`config.mk`:
```
export PLATFORM = sky130hd
export DESIGN_NAME = bl_win_top
export DESIGN_NICKNAME = d
export VERILOG_FILES = /design/src/rtl/bl_win_pkg.sv /design/src/rtl/bl_win_decode.sv /design/src/rtl/bl_win_merge.sv /design/src/rtl/bl_win_ralign.sv /design/src/rtl/bl_win_top.sv
export SDC_FILE = /design/constraint.sdc
export NUM_CORES = 1
export LEC_CHECK = 0
export BUFFER_PORTS_ARGS = -buffer_cell sky130_fd_sc_hd__buf_2
export CORE_AREA = 2 2 108 110
export DETAILED_ROUTE_END_ITERATION = 8
export DIE_AREA = 0 0 110 112
export HOLD_SLACK_MARGIN = 0.02
export PLACE_DENSITY = 0.74
export SLEW_MARGIN = 20
export SYNTH_ARGS = -nofsm -noshare
export SYNTH_HDL_FRONTEND = slang
export SYNTH_SLANG_ARGS = --single-unit
```
`constraint.sdc`:
```
create_clock -name clk_i -period 3.14 [get_ports clk_i]
set_input_delay 0.314 -clock clk_i [delete_from_list [all_inputs] [get_ports clk_i]]
set_output_delay 0.314 -clock clk_i [all_outputs]
set_load 0.005 [all_outputs]
```
`src/rtl/bl_win_pkg.sv`:
```
package bl_win_pkg;
  typedef enum logic [1:0] {
    GRP_NONE = 2'd0,
    GRP_CORE = 2'd1,
    GRP_DMA  = 2'd2,
    GRP_CTL  = 2'd3
  } grp_e;
endpackage

```
`src/rtl/bl_win_decode.sv`:
```
module bl_win_decode
  import bl_win_pkg::*;
#(
  parameter int unsigned AW       = 7,
  parameter int unsigned NB       = 4,
  parameter int unsigned CORE_IW  = 4,
  parameter int unsigned DMA_IW   = 3,
  parameter int unsigned CTL_ADDR = 'h70
) (
  input  logic [AW-1:0]      addr_i,
  output grp_e               acc_grp_o,
  output grp_e               fetch_grp_o,
  output logic [CORE_IW-1:0] core_idx_o,
  output logic [DMA_IW-1:0]  dma_idx_o
);
  localparam int unsigned OW = $clog2(NB);
  localparam logic [AW-1:0] DMA_BASE  = AW'(NB << CORE_IW);
  localparam logic [AW-1:0] DMA_END   = AW'((NB << CORE_IW) + (NB << DMA_IW));
  localparam logic [AW-1:0] CTL_A     = AW'(CTL_ADDR);
  localparam logic [AW-1:0] FETCH_END = AW'(CTL_ADDR + NB);

  logic [AW-1:0] wa;
  logic [AW-1:0] dma_off;

  assign wa      = {addr_i[AW-1:OW], {OW{1'b0}}};
  assign dma_off = wa - DMA_BASE;

  assign core_idx_o = wa[CORE_IW+OW-1:OW];
  assign dma_idx_o  = dma_off[DMA_IW+OW-1:OW];

  always_comb begin
    if (wa < DMA_BASE)      acc_grp_o = GRP_CORE;
    else if (wa < DMA_END)  acc_grp_o = GRP_DMA;
    else if (wa == CTL_A)   acc_grp_o = GRP_CTL;
    else                    acc_grp_o = GRP_NONE;
  end

  // merge source: the whole upper gap up to the control word fetches control
  always_comb begin
    if (wa < DMA_BASE)        fetch_grp_o = GRP_CORE;
    else if (wa < DMA_END)    fetch_grp_o = GRP_DMA;
    else if (wa < FETCH_END)  fetch_grp_o = GRP_CTL;
    else                      fetch_grp_o = GRP_NONE;
  end
endmodule

```
`src/rtl/bl_win_merge.sv`:
```
module bl_win_merge #(
  parameter int unsigned DW = 32,
  parameter int unsigned NB = DW / 8,
  parameter int unsigned OW = $clog2(NB)
) (
  input  logic [DW-1:0] cur_i,
  input  logic [DW-1:0] wdata_i,
  input  logic [OW-1:0] off_i,
  input  logic [OW-1:0] size_i,
  output logic [DW-1:0] word_o
);
  logic [DW-1:0] shifted;
  logic [OW:0]   last;

  assign shifted = wdata_i << {off_i, 3'b000};
  assign last    = {1'b0, off_i} + {1'b0, size_i};

  for (genvar b = 0; b < NB; b++) begin : g_lane
    localparam logic [OW:0] LB = (OW+1)'(b);
    logic sel;
    assign sel = (LB >= {1'b0, off_i}) && (LB <= last);
    assign word_o[8*b +: 8] = sel ? shifted[8*b +: 8] : cur_i[8*b +: 8];
  end
endmodule

```
`src/rtl/bl_win_ralign.sv`:
```
module bl_win_ralign #(
  parameter int unsigned DW = 32,
  parameter int unsigned NB = DW / 8,
  parameter int unsigned OW = $clog2(NB)
) (
  input  logic [DW-1:0] word_i,
  input  logic [OW-1:0] off_i,
  input  logic [OW-1:0] size_i,
  output logic [DW-1:0] data_o
);
  logic [DW-1:0] shifted;

  assign shifted = word_i >> {off_i, 3'b000};

  for (genvar b = 0; b < NB; b++) begin : g_lane
    localparam logic [OW-1:0] LB = OW'(b);
    assign data_o[8*b +: 8] = (LB <= size_i) ? shifted[8*b +: 8] : 8'h00;
  end
endmodule

```
`src/rtl/bl_win_top.sv`:
```
module bl_win_top
  import bl_win_pkg::*;
#(
  parameter int unsigned AW       = 7,
  parameter int unsigned DW       = 32,
  parameter int unsigned CORE_IW  = 4,
  parameter int unsigned DMA_IW   = 3,
  parameter int unsigned CTL_ADDR = 'h70,
  localparam int unsigned NB      = DW / 8,
  localparam int unsigned OW      = $clog2(NB)
) (
  input  logic               clk_i,
  input  logic               rst_ni,
  input  logic               req_i,
  input  logic               we_i,
  input  logic [AW-1:0]      addr_i,
  input  logic [OW-1:0]      size_i,
  input  logic [DW-1:0]      wdata_i,
  output logic [DW-1:0]      rdata_o,
  output logic               rvalid_o,
  output logic [CORE_IW-1:0] core_idx_o,
  output logic               core_we_o,
  output logic               core_re_o,
  output logic [DW-1:0]      core_wdata_o,
  input  logic [DW-1:0]      core_rdata_i,
  output logic [DMA_IW-1:0]  dma_idx_o,
  output logic               dma_we_o,
  output logic               dma_re_o,
  output logic [DW-1:0]      dma_wdata_o,
  input  logic [DW-1:0]      dma_rdata_i,
  output logic               ctl_we_o,
  output logic               ctl_re_o,
  output logic [DW-1:0]      ctl_wdata_o,
  input  logic [DW-1:0]      ctl_rdata_i
);
  grp_e          acc_grp, fetch_grp;
  logic [OW-1:0] off;
  logic [DW-1:0] cur_word, merged, sel_word, aligned;
  logic          wr, rd;

  assign off = addr_i[OW-1:0];
  assign wr  = req_i && we_i;
  assign rd  = req_i && !we_i;

  bl_win_decode #(
    .AW(AW), .NB(NB), .CORE_IW(CORE_IW), .DMA_IW(DMA_IW), .CTL_ADDR(CTL_ADDR)
  ) u_dec (
    .addr_i      (addr_i),
    .acc_grp_o   (acc_grp),
    .fetch_grp_o (fetch_grp),
    .core_idx_o  (core_idx_o),
    .dma_idx_o   (dma_idx_o)
  );

  always_comb begin
    unique case (fetch_grp)
      GRP_CORE: cur_word = core_rdata_i;
      GRP_DMA:  cur_word = dma_rdata_i;
      GRP_CTL:  cur_word = ctl_rdata_i;
      default:  cur_word = '0;
    endcase
  end

  always_comb begin
    unique case (acc_grp)
      GRP_CORE: sel_word = core_rdata_i;
      GRP_DMA:  sel_word = dma_rdata_i;
      GRP_CTL:  sel_word = ctl_rdata_i;
      default:  sel_word = '0;
    endcase
  end

  // full aligned writes pass through the merge with every lane selected
  bl_win_merge #(.DW(DW), .NB(NB), .OW(OW)) u_merge (
    .cur_i   (cur_word),
    .wdata_i (wdata_i),
    .off_i   (off),
    .size_i  (size_i),
    .word_o  (merged)
  );

  bl_win_ralign #(.DW(DW), .NB(NB), .OW(OW)) u_ralign (
    .word_i (sel_word),
    .off_i  (off),
    .size_i (size_i),
    .data_o (aligned)
  );

  assign core_we_o = wr && (acc_grp == GRP_CORE);
  assign dma_we_o  = wr && (acc_grp == GRP_DMA);
  assign ctl_we_o  = wr && (acc_grp == GRP_CTL);
  assign core_re_o = rd && (acc_grp == GRP_CORE);
  assign dma_re_o  = rd && (acc_grp == GRP_DMA);
  assign ctl_re_o  = rd && (acc_grp == GRP_CTL);

  assign core_wdata_o = merged;
  assign dma_wdata_o  = merged;
  assign ctl_wdata_o  = merged;

  always_ff @(posedge clk_i or negedge rst_ni) begin
    if (!rst_ni) begin
      rdata_o  <= '0;
      rvalid_o <= 1'b0;
    end else begin
      rvalid_o <= rd;
      if (rd) rdata_o <= aligned;
    end
  end
endmodule

```
Word level (Yosys, flattened, before mapping):

Index checks and enable logic that the tools add are counted.

* latch bits: 0
* logic and storage cells: 55
* memory bits (read-only): 0
* flip-flop bits (word level): 33
* output and inout bits: 142
* bits in writable memories: 0
* input bits: 141
* memories kept: 0

* bitwise logic cells: 0
* reduce and logical (&&, ||, !) cells: 12
* add/sub/neg operators: 2
* div/mod/pow operators: 0
* multipliers: 0
* shift-type cells: 2
* multiplexer cells: 16
* magnitude comparators: 14
* equal/unequal tests: 7

Operators with widths (count)
* 32-bit one-hot mux with 3 select lines: 2
* 8-bit two-way mux: 8
* 32-bit by 5-bit left shift with 32-bit output: 1
* 32-bit by 5-bit right shift with 32-bit output: 1
* 7-bit < comparator (second input constant): 3
* 2-bit two-way mux: 6
* 1-bit logical AND: 11
* 2-bit == test (second input constant): 4
* 1-bit by 3-bit less-or-equal comparator with 1-bit output (first input constant): 2
* 2-bit by 3-bit less-or-equal comparator with 1-bit output (first input constant): 2
* 5-bit == test (second input constant): 1
* 5-bit by 1-bit subtractor with 5-bit output (second input constant): 1
* 2-bit by 1-bit == test with 1-bit output (second input constant): 2
* 1-bit by 2-bit greater-or-equal comparator with 1-bit output (first input constant): 2
* 1-bit by 2-bit less-or-equal comparator with 1-bit output (first input constant): 2
* 2-bit less-or-equal comparator (first input constant): 2
* 2-bit by 2-bit adder with 3-bit output: 1
* 2-bit greater-or-equal comparator (first input constant): 1
* 1-bit logical NOT: 1

Depth between registers and ports, before layout:

Gate-level depths: netlist of run 1.

* depth after elaboration: 8
* gate-level depth with buffers: 8
* depth with buffers taken out: 6

Cells and area by module:

A second synthesis of run 1 with hierarchy kept.

* cells, all modules: 476
* area total of the unflattened synthesis: 5253.8 um^2

By module, submodules not included
* bl_win_top: cells an instance 296, seq. area each 825.8 um^2, area an instance 3530.9 um^2, instances 1
* bl_win_merge: cells an instance 89, seq. area each 0.0 um^2, area an instance 904.6 um^2, instances 1
* bl_win_ralign: cells an instance 75, seq. area each 0.0 um^2, area an instance 700.7 um^2, instances 1
* bl_win_decode: cells an instance 16, seq. area each 0.0 um^2, area an instance 117.6 um^2, instances 1

Worst setup path after synthesis of run 1:

Ideal clock, no wire load.

* path kind: input port to output port
* start: input port addr_i[0]
* end: output port ctl_wdata_o[15]
* stages: 6
* setup slack: 0.429 ns
* path buffers: 1
* arrival time: 2.397 ns
* data required time: 2.826 ns
* cell sequence: ha_1 -> fa_1 -> o31ai_1 -> nand2_1 -> o22ai_1 -> buf_4

* cells in the longest elaborated chain, start to end: 4
* elaborated cells between the ends (all ways): 6
* those cells by class: 1 x add/sub; 2 x order compare; 1 x shift; 1 x mux; 1 x reduce/logical

Ends and longest elaborated chain
* from (decl): line bl_win_top.sv:16 `input logic [AW-1:0] addr_i,`
* 2-bit by 2-bit adder with 3-bit output: line bl_win_merge.sv:16 `assign last = {1'b0, off_i} + {1'b0, size_i};`
* 1-bit by 3-bit less-or-equal comparator with 1-bit output: line bl_win_merge.sv:21 `assign sel = (LB >= {1'b0, off_i}) && (LB <= last);`
* 1-bit logical AND: line bl_win_merge.sv:21
* 8-bit two-way mux *: line bl_win_merge.sv:22 `assign word_o[8*b +: 8] = sel ? shifted[8*b +: 8] : cur_i[8*b +: 8];`
* to (decl): line bl_win_top.sv:33 `output logic [DW-1:0] ctl_wdata_o,`

Every way passes the cells marked *; elsewhere a longest branch is shown, timed or not.

Final worst setup path of run 1:

* start: input port size_i[0]
* end: output port core_wdata_o[8]

* cells in the longest elaborated chain, start to end: 4

Ends and longest elaborated chain
* from (decl): line bl_win_top.sv:17 `input logic [OW-1:0] size_i,`
* 2-bit by 2-bit adder with 3-bit output: line bl_win_merge.sv:16
* 1-bit by 3-bit less-or-equal comparator with 1-bit output: line bl_win_merge.sv:21
* 1-bit logical AND: line bl_win_merge.sv:21
* 8-bit two-way mux: line bl_win_merge.sv:22
* to (decl): line bl_win_top.sv:24 `output logic [DW-1:0] core_wdata_o,`

Every way passes these cells.

==> out/qor.yml, run 1 <==
skew_ps: 0
async_flop_share: 1.00
yosysWarnings: 0
finalSetupTns_ps: 0
placementRows: 39
cts_root_buf: "clkbuf_16"
leakage_nw: 2.84
synth_common_cells: "buf_4 (72), nand2_1 (57), a21oi_1 (52), o21ai_0 (40), nor2_1 (38)"
dieArea_um2: 12300
synth_top_area_frac: 0.197
synthToLayoutAreaGrowth_pct: 28.4
layout_min_cycle_time_ps: 2660
worstPathRequired_ps: 2830
vias_per_cell: 5.70
fin_ws_ps: 478
grt_pass1_vias: 4540
cts_buffers: 5
ant_nets: 0
die_h_um: 112
cap_violations: 0
tightest_slew_ps: 877
fillers: 1140
wirelength_um: 18100
vias: 5121
r2r_slack_ps: 2070
cts_tree: "built"
ir_worst_vdd_uv: 318
cts_resized: 0
synth_area_per_cell_um2: 7.44
final_net_count: 897
synth_cells: 563
core_area_um2: 11200
synth_seq_cells: 33
rsz0062_at_grt: "no"
netlist_area_um2: 4190
clk_pin_slew_ps: 50
post_cts.repair.setup_buffers: 0
end_kind: "output port"
slew_viol_final: 0
synth_edf_count: 0
grt_pass1_wl_um: 25800
hold_violations: 0
start_util: 0.375
synth_nets: 706
place_congestion: 0.928
cts.sinks: 33
setup_viol: 0
ios: 283
outcome: "finished, final reports clean"
grt_usage: 0.278
port_buffers: 282
yosysMostFrequentCell: "buf_4"
synth.area.top_cells: "dfrtp_1 (20%), buf_4 (13%), mux2i_1 (6.7%)"
wl_per_cell_um: 20.2
yosys_most_used_dff: "dfrtp_1"
hold_buffers: 0
seq_area_frac_synth: 0.197
hold_class: "input port to async pin"
synth_cell_types: 58
synth_top_area_cell: "dfrtp_1"
route.detailed.drc: 0
cts.path.max_buffers: 2
place_ws_ps: 544
cp_max_fo: 10
max_slew_margin: 0.409
place_hpwl_um: 14500
multi_input_area_um2: 2600
grt_max_degree: 68
overflow: 0
first_iter_violations: 404
period_share: 0.848
die_w_um: 110
worstSkewPairLatency_ps: 280
fmax_mhz: 376
crit_arrival_ps: 2350
critPathLaunchType: "input port"
grt_antenna_before_repair: 1
p_per_area_nw_per_um2: 358
drive_above_1_share: 0.426
seqCellArea_um2: 826
dr.pass1.iters: 5
cts-htree-levels: 2
critPathKind: "input port to output port"
==> state kept, by name, summed over array words and instances (netlist names) <==
name	count
rvalid_o	1
rdata_o	32
==> power by group <==
| part | total (W) | internal (W) | switching [W] | leakage, nW |
|---|---|---|---|---|
| clock network | 0.000570 | 0.000396 | 0.000174 | 0.0841 |
| registers | 0.000491 | 0.000466 | 0.0000255 | 0.433 |
| logic | 0.000868 | 0.000387 | 0.000481 | 2.32 |
| total | 0.00193 | 0.00125 | 0.000681 | 2.84 |
==> critical path: stages <==
cell and delay, ps:
buf_2 130, ha_1 210, fa_1 500, o31ai_1 270
buf_4 230, nand2_1 210, o22ai_1 310, buf_2 180
==> stage by stage <==
step | power [W] | cell area [µm²] | utilization | instances | hold slack [ps]
global route | 0.00203 | 5380 | 0.482 | 899 | 153
floorplan | 0.00106 | 4190 | - | 563 | 18.4
finish | 0.00193 | 5380 | 0.482 | 899 | 101
CTS | 0.00193 | 5380 | 0.481 | 898 | 116
global placement | 0.00135 | 5210 | 0.466 | 890 | 403
detailed placement | 0.00136 | 5210 | 0.466 | 890 | 403
==> placed cells by master, fill, tap and decap left out, types with 14 or more instances in the layout <==
master | Yosys | layout
o21ai_0 | 40 | 40
mux2i_1 | 28 | 28
buf_4 | 72 | 17
nand3_1 | 16 | 16
nand2_1 | 57 | 57
a22o_1 | 15 | 15
nor2_1 | 38 | 38
buf_2 | 14 | 282
o22ai_1 | 14 | 14
dfrtp_1 | 33 | 33
nand2b_1 | 20 | 20
a21oi_1 | 52 | 52
==> logic make-up after synthesis <==
kind of cell,after synthesis,share of synthesized area
buffers and inverters,122,0.182
AOI/OAI and AO/OA,207,0.331
and+or+nand+nor,163,0.191
muxes,36,0.0911
adders and majority gates,2,0.00776
DFF,33,0.197
==> final cells by class <==
cell class / count / share of cell area
diodes: 1 / 0.000465
clock buffers: 7 / 0.0265
clock inverters: 1 / 0.00558
inverters: 5 / 0.00349
multi-input cells: 408 / 0.484
flip-flops and latches: 33 / 0.153
well taps: 143 / 0.0332
repair buffers: 301 / 0.293
==> worst paths after layout <==
kind / start / cells after the start / endpoint
max: size_i[0] / 8 / core_wdata_o[8]
min: rst_ni / 1 / rdata_o[14]
max reg2reg: rdata_o[7] / 4 / rdata_o[7]
min reg2reg: rdata_o[20] / 2 / rdata_o[20]
max in group asynchronous: rst_ni / 1 / rdata_o[18]
min in group clk_i: addr_i[1] / 3 / rdata_o[0]
==> layer usage <==
metal,wire (µm),track usage
met1,7450,0.379
met5,0,0
met2,8870,0.476
met4,282,0.0608
met3,1530,0.0187
Power figures use the tool's default switching activity.
==> run 2, diff against run 1 <==
Clock period 3.14 ns to 2.8 ns, I/O delays scaled along.
==> run 2 against run 1 <==
Count of clock-buffer cells in the layout fell by 1. Flip-flop and latch count is the same. Total power rose by 5.5%. Largest power group unchanged. Worst hold slack worse by 29 ps. Clock power fell by 11%. Core utilization is 0.26 points lower. Non-clock buffer count rose by 1. Setup slack worse by 400 ps. Cell count unchanged. Sequential power increased by 12%. Sequential share of layout area up 0.083 points.
==> out/qor.yml, run 2 (same netlist as run 1, synthesis figures left out) <==
outcome: "finished, final reports clean"  # unchanged
grt_usage: 0.277  # was 0.278
cts_resized: 0  # unchanged
post_cts.repair.setup_buffers: 0  # unchanged
layout_commonest_cell: "buf_2"  # unchanged
overflow: 0  # unchanged
first_iter_violations: 427  # was 404
place_congestion: 0.932  # was 0.928
p_per_area_nw_per_um2: 380  # was 358 nW/µm²
place_hpwl_um: 14600  # was 14500 µm
cts_tree: "built"  # unchanged
crit_chain: "buf_2 > ha_1 > fa_1 > o31ai_1 > buf_4 > nand2_1 > o22ai_1 > buf_2"  # unchanged
cts-htree-levels: 2  # unchanged
rsz0062_at_grt: "no"  # unchanged
crit_slowest_cell: "fa_1"  # unchanged
port_buffers: 282  # unchanged
wirelength_um: 18100  # about the same
cts.path.max_buffers: 2  # unchanged
dieArea_um2: 12300  # unchanged
top_register: "rdata_o"  # unchanged
layout_common_cells: "buf_2 (282), nand2_1 (57), a21oi_1 (52)"  # unchanged
finalSetupTns_ps: 0  # unchanged
die_w_um: 110  # unchanged
grt_pass1_vias: 4512  # was 4540
route.detailed.drc: 0  # unchanged
period_share: 0.971
final_net_count: 898  # was 897
top_regs: "rdata_o: 32 flops, rvalid_o: 1 flops"  # unchanged
whs_ps: 72.1  # was 101 ps
vias_per_cell: 5.73  # was 5.70
crit_arrival_ps: 2440  # was 2350 ps
wl_per_cell_um: 20.1  # was 20.2 µm
max_slew_margin: 0.427  # was 0.409
fmax_mhz: 368
leakage_nw: 2.83  # was 2.84 nW
slowest_delay_ps: 500  # about the same
critPathKind: "input port to output port"  # unchanged
die_h_um: 112  # unchanged
synthToLayoutAreaGrowth_pct: 27.7  # was 28.4%
critPathMostFrequentCell: "buf_2"  # unchanged
setup_viol: 0  # unchanged
worstSkewPairLatency_ps: 270  # was 280 ps
grt_max_degree: 68  # unchanged
hold_class: "input port to async pin"  # unchanged
core_area_um2: 11200  # unchanged
hold_violations: 0  # unchanged
cts_buffers: 5  # unchanged
power_w: 0.00204  # was 0.00193 W
cp_max_fo: 10  # unchanged
start_util: 0.375  # unchanged
drive_above_1_share: 0.427  # was 0.426
cts_root_buf: "clkbuf_16"  # unchanged
dr.pass1.iters: 7  # was 5
hold_buffers: 0  # unchanged
clk_pin_slew_ps: 50  # about the same
cts.sinks: 33  # unchanged
vias: 5148  # was 5121
grt_antenna_before_repair: 1  # unchanged
largest_register_ffs: 32  # unchanged
grt_pass1_wl_um: 25800  # about the same
skew_ps: 0  # unchanged
slew_viol_final: 0  # unchanged
layout_min_cycle_time_ps: 2720
worstPathRequired_ps: 2520  # was 2830 ps
ant_nets: 0  # unchanged
ir_worst_vdd_uv: 364  # was 318 µV
diodes: 0  # was 1
tightest_slew_ps: 856  # was 877 ps
ios: 283  # unchanged
placementRows: 39  # unchanged
critPathLaunchType: "input port"  # unchanged
cap_violations: 0  # unchanged
end_kind: "output port"  # unchanged
run 2: worst max-delay path, delay by kind of cell:
kind | cells | cell delay [ps]
and+or+nand+nor | 1 | 200
AOI/OAI and AO/OA | 2 | 710
adders and majority gates | 2 | 710
buffers and inverters | 3 | 540
run 2: power by group:
part	internal (W)	switching [W]	total [W]
clock network	0.000325	0.000183	0.000508
logic	0.000434	0.000543	0.000977
registers	0.000522	0.0000286	0.000551
run 2: path summary, 6_finish.rpt:
check / from / to / slack (ps) / cells past startpoint
min: rst_ni / rdata_o[29] / 70 / 1
min reg2reg: rdata_o[6] / rdata_o[6] / 480 / 1
min in group clk_i: ctl_rdata_i[31] / rdata_o[31] / 420 / 3
max: addr_i[0] / core_wdata_o[8] / 80 / 8
max reg2reg: rdata_o[7] / rdata_o[7] / 1710 / 4
max in group asynchronous: rst_ni / rdata_o[11] / 2250 / 1
run 2: stage by stage:
step / cell area [µm²] / util / cells / setup WS [ps]
floorplan: 4190 / - / 563 / 157
finish: 5350 / 0.479 / 899 / 81.3
global route: 5350 / 0.479 / 899 / 0.430
detailed placement: 5210 / 0.467 / 891 / 142
CTS: 5350 / 0.479 / 899 / 107
global placement: 5210 / 0.467 / 891 / 171
run 2: area by class of cell:
cell class                 count  area [µm²]
clock buffer                   6         129
clock inverter                 2        10.0
fill                        1175        5820
inverter                       5        18.8
multi-input combinational    408        2600
sequential                    33         826
tap                          143         179
timing repair buffer         302        1590
run 2: routing by layer:
metal | vias to the layer above | part of all wire | global-route usage
met5 | - | 0.00072 | 0
met2 | 309 | 0.48 | 0.462
met4 | 2 | 0.016 | 0.0574
met3 | 26 | 0.082 | 0.0240
met1 | 2412 | 0.42 | 0.386
li1 | 2399 | - | -
==> run 3, diff against run 2 <==
Settings changed: ABC_AREA set to 1, CORE_AREA 2 2 108 110 to 2 2 109 111, DIE_AREA 0 0 110 112 to 0 0 111 113, PLACE_DENSITY 0.74 to 0.73.
==> run 3 against run 2 <==
Synthesized cell count increased by 22%. Core utilization down 0.74 points. Clock skew unchanged. Sequential power about the same. Setup slack better by 240 ps. Critical path depth is 1 higher. Register-to-register slack improved by 410 ps. Sequential share of layout area is 0.11 points higher. Combinational power fell by 0.8%. Die area rose by 1.8%. Cell count up 14%. Critical endpoint is now dma_wdata_o[28]. Largest cell class unchanged.
==> out/qor.yml, run 3 <==
top_regs: "rdata_o: 32 flops, rvalid_o: 1 flops"  # unchanged
largest_register_ffs: 32  # unchanged
rsz0062_at_grt: "no"  # unchanged
yosysWarnings: 0  # unchanged
critPathKind: "input port to output port"  # unchanged
fin_area_um2: 5320  # was 5350 µm²
slew_viol_final: 0  # unchanged
clk_pin_slew_ps: 60  # was 50 ps
critPathLaunchType: "input port"  # unchanged
synth_seq_cells: 33  # unchanged
synthSimpleGateAreaFrac: 0.400  # was 0.191
dieArea_um2: 12500  # was 12300 µm²
layout_min_cycle_time_ps: 2480  # was 2720 ps
cts.path.max_buffers: 2  # unchanged
die_h_um: 113  # was 112 µm
start_util: 0.374  # was 0.375
grt-busiest-layer: "met2"  # unchanged
async_flop_share: 1.00  # unchanged
yosysMostFrequentCell: "nand2_1"  # was buf_4
post_cts.repair.setup_buffers: 0  # unchanged
hold_violations: 0  # unchanged
fin_cells: 1024  # was 899
place_inst: 1016  # was 891
synth_xor_area_frac: 0  # unchanged
crit_arrival_ps: 2200  # was 2440 ps
period_share: 0.885  # was 0.971
route.detailed.drc: 0  # unchanged
cts_root_buf: "clkbuf_16"  # unchanged
grt_use_met2: 0.463  # was 0.462
worstPathRequired_ps: 2520  # about the same
layout_commonest_cell: "buf_2"  # unchanged
synthAdderAreaFrac: 0.00772  # was 0.00776
wl_per_cell_um: 17.9  # was 20.1 µm
seq_area_frac_synth: 0.196  # was 0.197
final_net_count: 1023  # was 898
synth_common_cells: "nand2_1 (214), nand3_1 (95), buf_4 (74), a21oi_1 (47), inv_1 (46)"  # was buf_4 (72), nand2_1 (57), a21oi_1 (52), o21ai_0 (40), nor2_1 (38)
core_area_um2: 11300  # was 11200 µm²
tightest_slew_ps: 776  # was 856 ps
cts_buffers: 5  # unchanged
yosys_most_used_dff: "dfrtp_1"  # unchanged
netlist_area_um2: 4210  # was 4190 µm²
worstSkewPairLatency_ps: 280  # was 270 ps
max_slew_margin: 0.483  # was 0.427
outcome: "finished, final reports clean"  # unchanged
first_iter_violations: 397  # was 427
slowest_delay_ps: 560  # was 500 ps
cts-htree-levels: 2  # unchanged
die_w_um: 111  # was 110 µm
cts_resized: 0  # unchanged
grt_max_degree: 34  # was 68
use_met1: 0.381  # was 0.386
placementRows: 39  # unchanged
place_congestion: 0.900  # was 0.932
critPathMostFrequentCell: "buf_2"  # unchanged
synth_cells: 686  # was 563
synth-compound-area-share: 0.146  # was 0.331
crit_slowest_cell: "fa_1"  # unchanged
crit_buf_inv: 3  # unchanged
synthToLayoutAreaGrowth_pct: 26.2  # was 27.7%
p_per_area_nw_per_um2: 387  # was 380 nW/µm²
leakage_nw: 3.07  # was 2.83 nW
diodes: 0  # unchanged
layout_common_cells: "buf_2 (282), nand2_1 (214), nand3_1 (95)"  # was buf_2 (282), nand2_1 (57), a21oi_1 (52)
top_register: "rdata_o"  # unchanged
grt_usage: 0.278  # was 0.277
synth_nets: 829  # was 706
fmax_mhz: 403  # was 368 MHz
overflow: 0  # unchanged
synth_mux_area_frac: 0.0214  # was 0.0911
post-route-util: 0.472  # was 0.479
synth_edf_count: 0  # unchanged
hold_buffers: 0  # unchanged
synth_top_area_cell: "dfrtp_1"  # unchanged
place_hpwl_um: 14900  # was 14600 µm
postPlaceCellArea_um2: 5170  # was 5210 µm²
grt_pass1_wl_um: 26800  # was 25800 µm
drive_above_1_share: 0.390  # was 0.427
grt_pass1_vias: 4829  # was 4512
cts.sinks: 33  # unchanged
cap_violations: 0  # unchanged
synth_area_per_cell_um2: 6.14  # was 7.44 µm²
grt_use_met3: 0.0396  # was 0.0240
setup_viol: 0  # unchanged
synth_top_family_by_area: "simple AND/OR/NAND/NOR gates"  # was compound AO/OA/AOI/OAI gates
finalSetupTns_ps: 0  # unchanged
cpLargestDelayFamily: "adder cells"  # unchanged
skew_ps: 0  # unchanged
cp_max_fo: 7  # was 10
cts_tree: "built"  # unchanged
ios: 283  # unchanged
wirelength_um: 18300  # was 18100 µm
vias_per_cell: 5.09  # was 5.73
ir_worst_vdd_uv: 208  # was 364 µV
vias: 5212  # was 5148
synth_cell_types: 33  # was 58
dr.pass1.iters: 5  # was 7
synth_top_area_frac: 0.196  # was 0.197
port_buffers: 282  # unchanged
grt_antenna_before_repair: 0  # was 1
synth.area.top_cells: "dfrtp_1 (20%), nand2_1 (19%), buf_4 (13%)"  # was dfrtp_1 (20%), buf_4 (13%), mux2i_1 (6.7%)
ant_nets: 0  # unchanged
hold_class: "input port to async pin"  # unchanged
end_kind: "output port"  # unchanged
crit_chain: "buf_2 > ha_1 > fa_1 > nor2_1 > nor2_2 > buf_4 > o2111ai_1 > o21ai_1 > buf_2"  # was buf_2 > ha_1 > fa_1 > o31ai_1 > buf_4 > nand2_1 > o22ai_1 > buf_2
run 3: cell count changes in the layout (fill, tap and decap cells not counted), sizes merged, moves of 7 or more:
cell | before | now
a22o | 15 | 0
o2bb2ai | 7 | 0
mux2 | 7 | 0
nor2b | 7 | 0
nand2 | 57 | 216
mux2i | 28 | 9
a21o | 8 | 0
o22ai | 14 | 1
inv | 3 | 55
nand4 | 0 | 7
nand3 | 16 | 111
nand3b | 7 | 0
nand2b | 20 | 0
run 3: area by class of cell:
type,count,area [µm²]
clock buffer,5,125
clock inverter,3,17.5
fill,1250,5960
inverter,56,210
multi-input combinational,487,2430
sequential,33,826
tap,143,179
timing repair buffer,297,1520
run 3: logic make-up after synthesis:
family          count (synthesis)
mux                             9
compound gates                108
buf+inv                       166
flops                          33
fa+ha+maj                       2
simple gates                  368
run 3: power breakdown:
group          internal [W]  total [W]  switching, W
Clock              0.000326   0.000540      0.000215
Combinational      0.000395   0.000969      0.000573
Sequential         0.000524   0.000550     0.0000265
Total               0.00125    0.00206      0.000815
run 3: per-layer routing:
| layer | vias to the layer above | part of all wire |
|---|---|---|
| li1 | 2562 | - |
| met3 | 39 | 0.079 |
| met5 | - | 0 |
| met1 | 2318 | 0.43 |
| met4 | 0 | 0.030 |
| met2 | 293 | 0.46 |
run 3: final timing paths:
| kind | start | to | slack [ps] | cells after the start |
|---|---|---|---|---|
| max in group asynchronous | rst_ni | rdata_o[1] | 2230 | 1 |
| max reg2reg | rdata_o[4] | rdata_o[4] | 2120 | 2 |
| max | size_i[0] | dma_wdata_o[28] | 320 | 9 |
| min in group clk_i | size_i[0] | rdata_o[26] | 410 | 3 |
| min reg2reg | rdata_o[12] | rdata_o[12] | 470 | 2 |
| min | rst_ni | rdata_o[30] | 80 | 1 |
run 3: through the flow:
stage                     worst slack (ps)  total power (W)  hold slack (ps)
after detailed placement               350          0.00152              389
final                                  321          0.00206             80.8
after CTS                              339          0.00206              101
after global routing                   218          0.00219              140
after floorplan                        567          0.00119            -15.6
after global placement                 379          0.00151              382
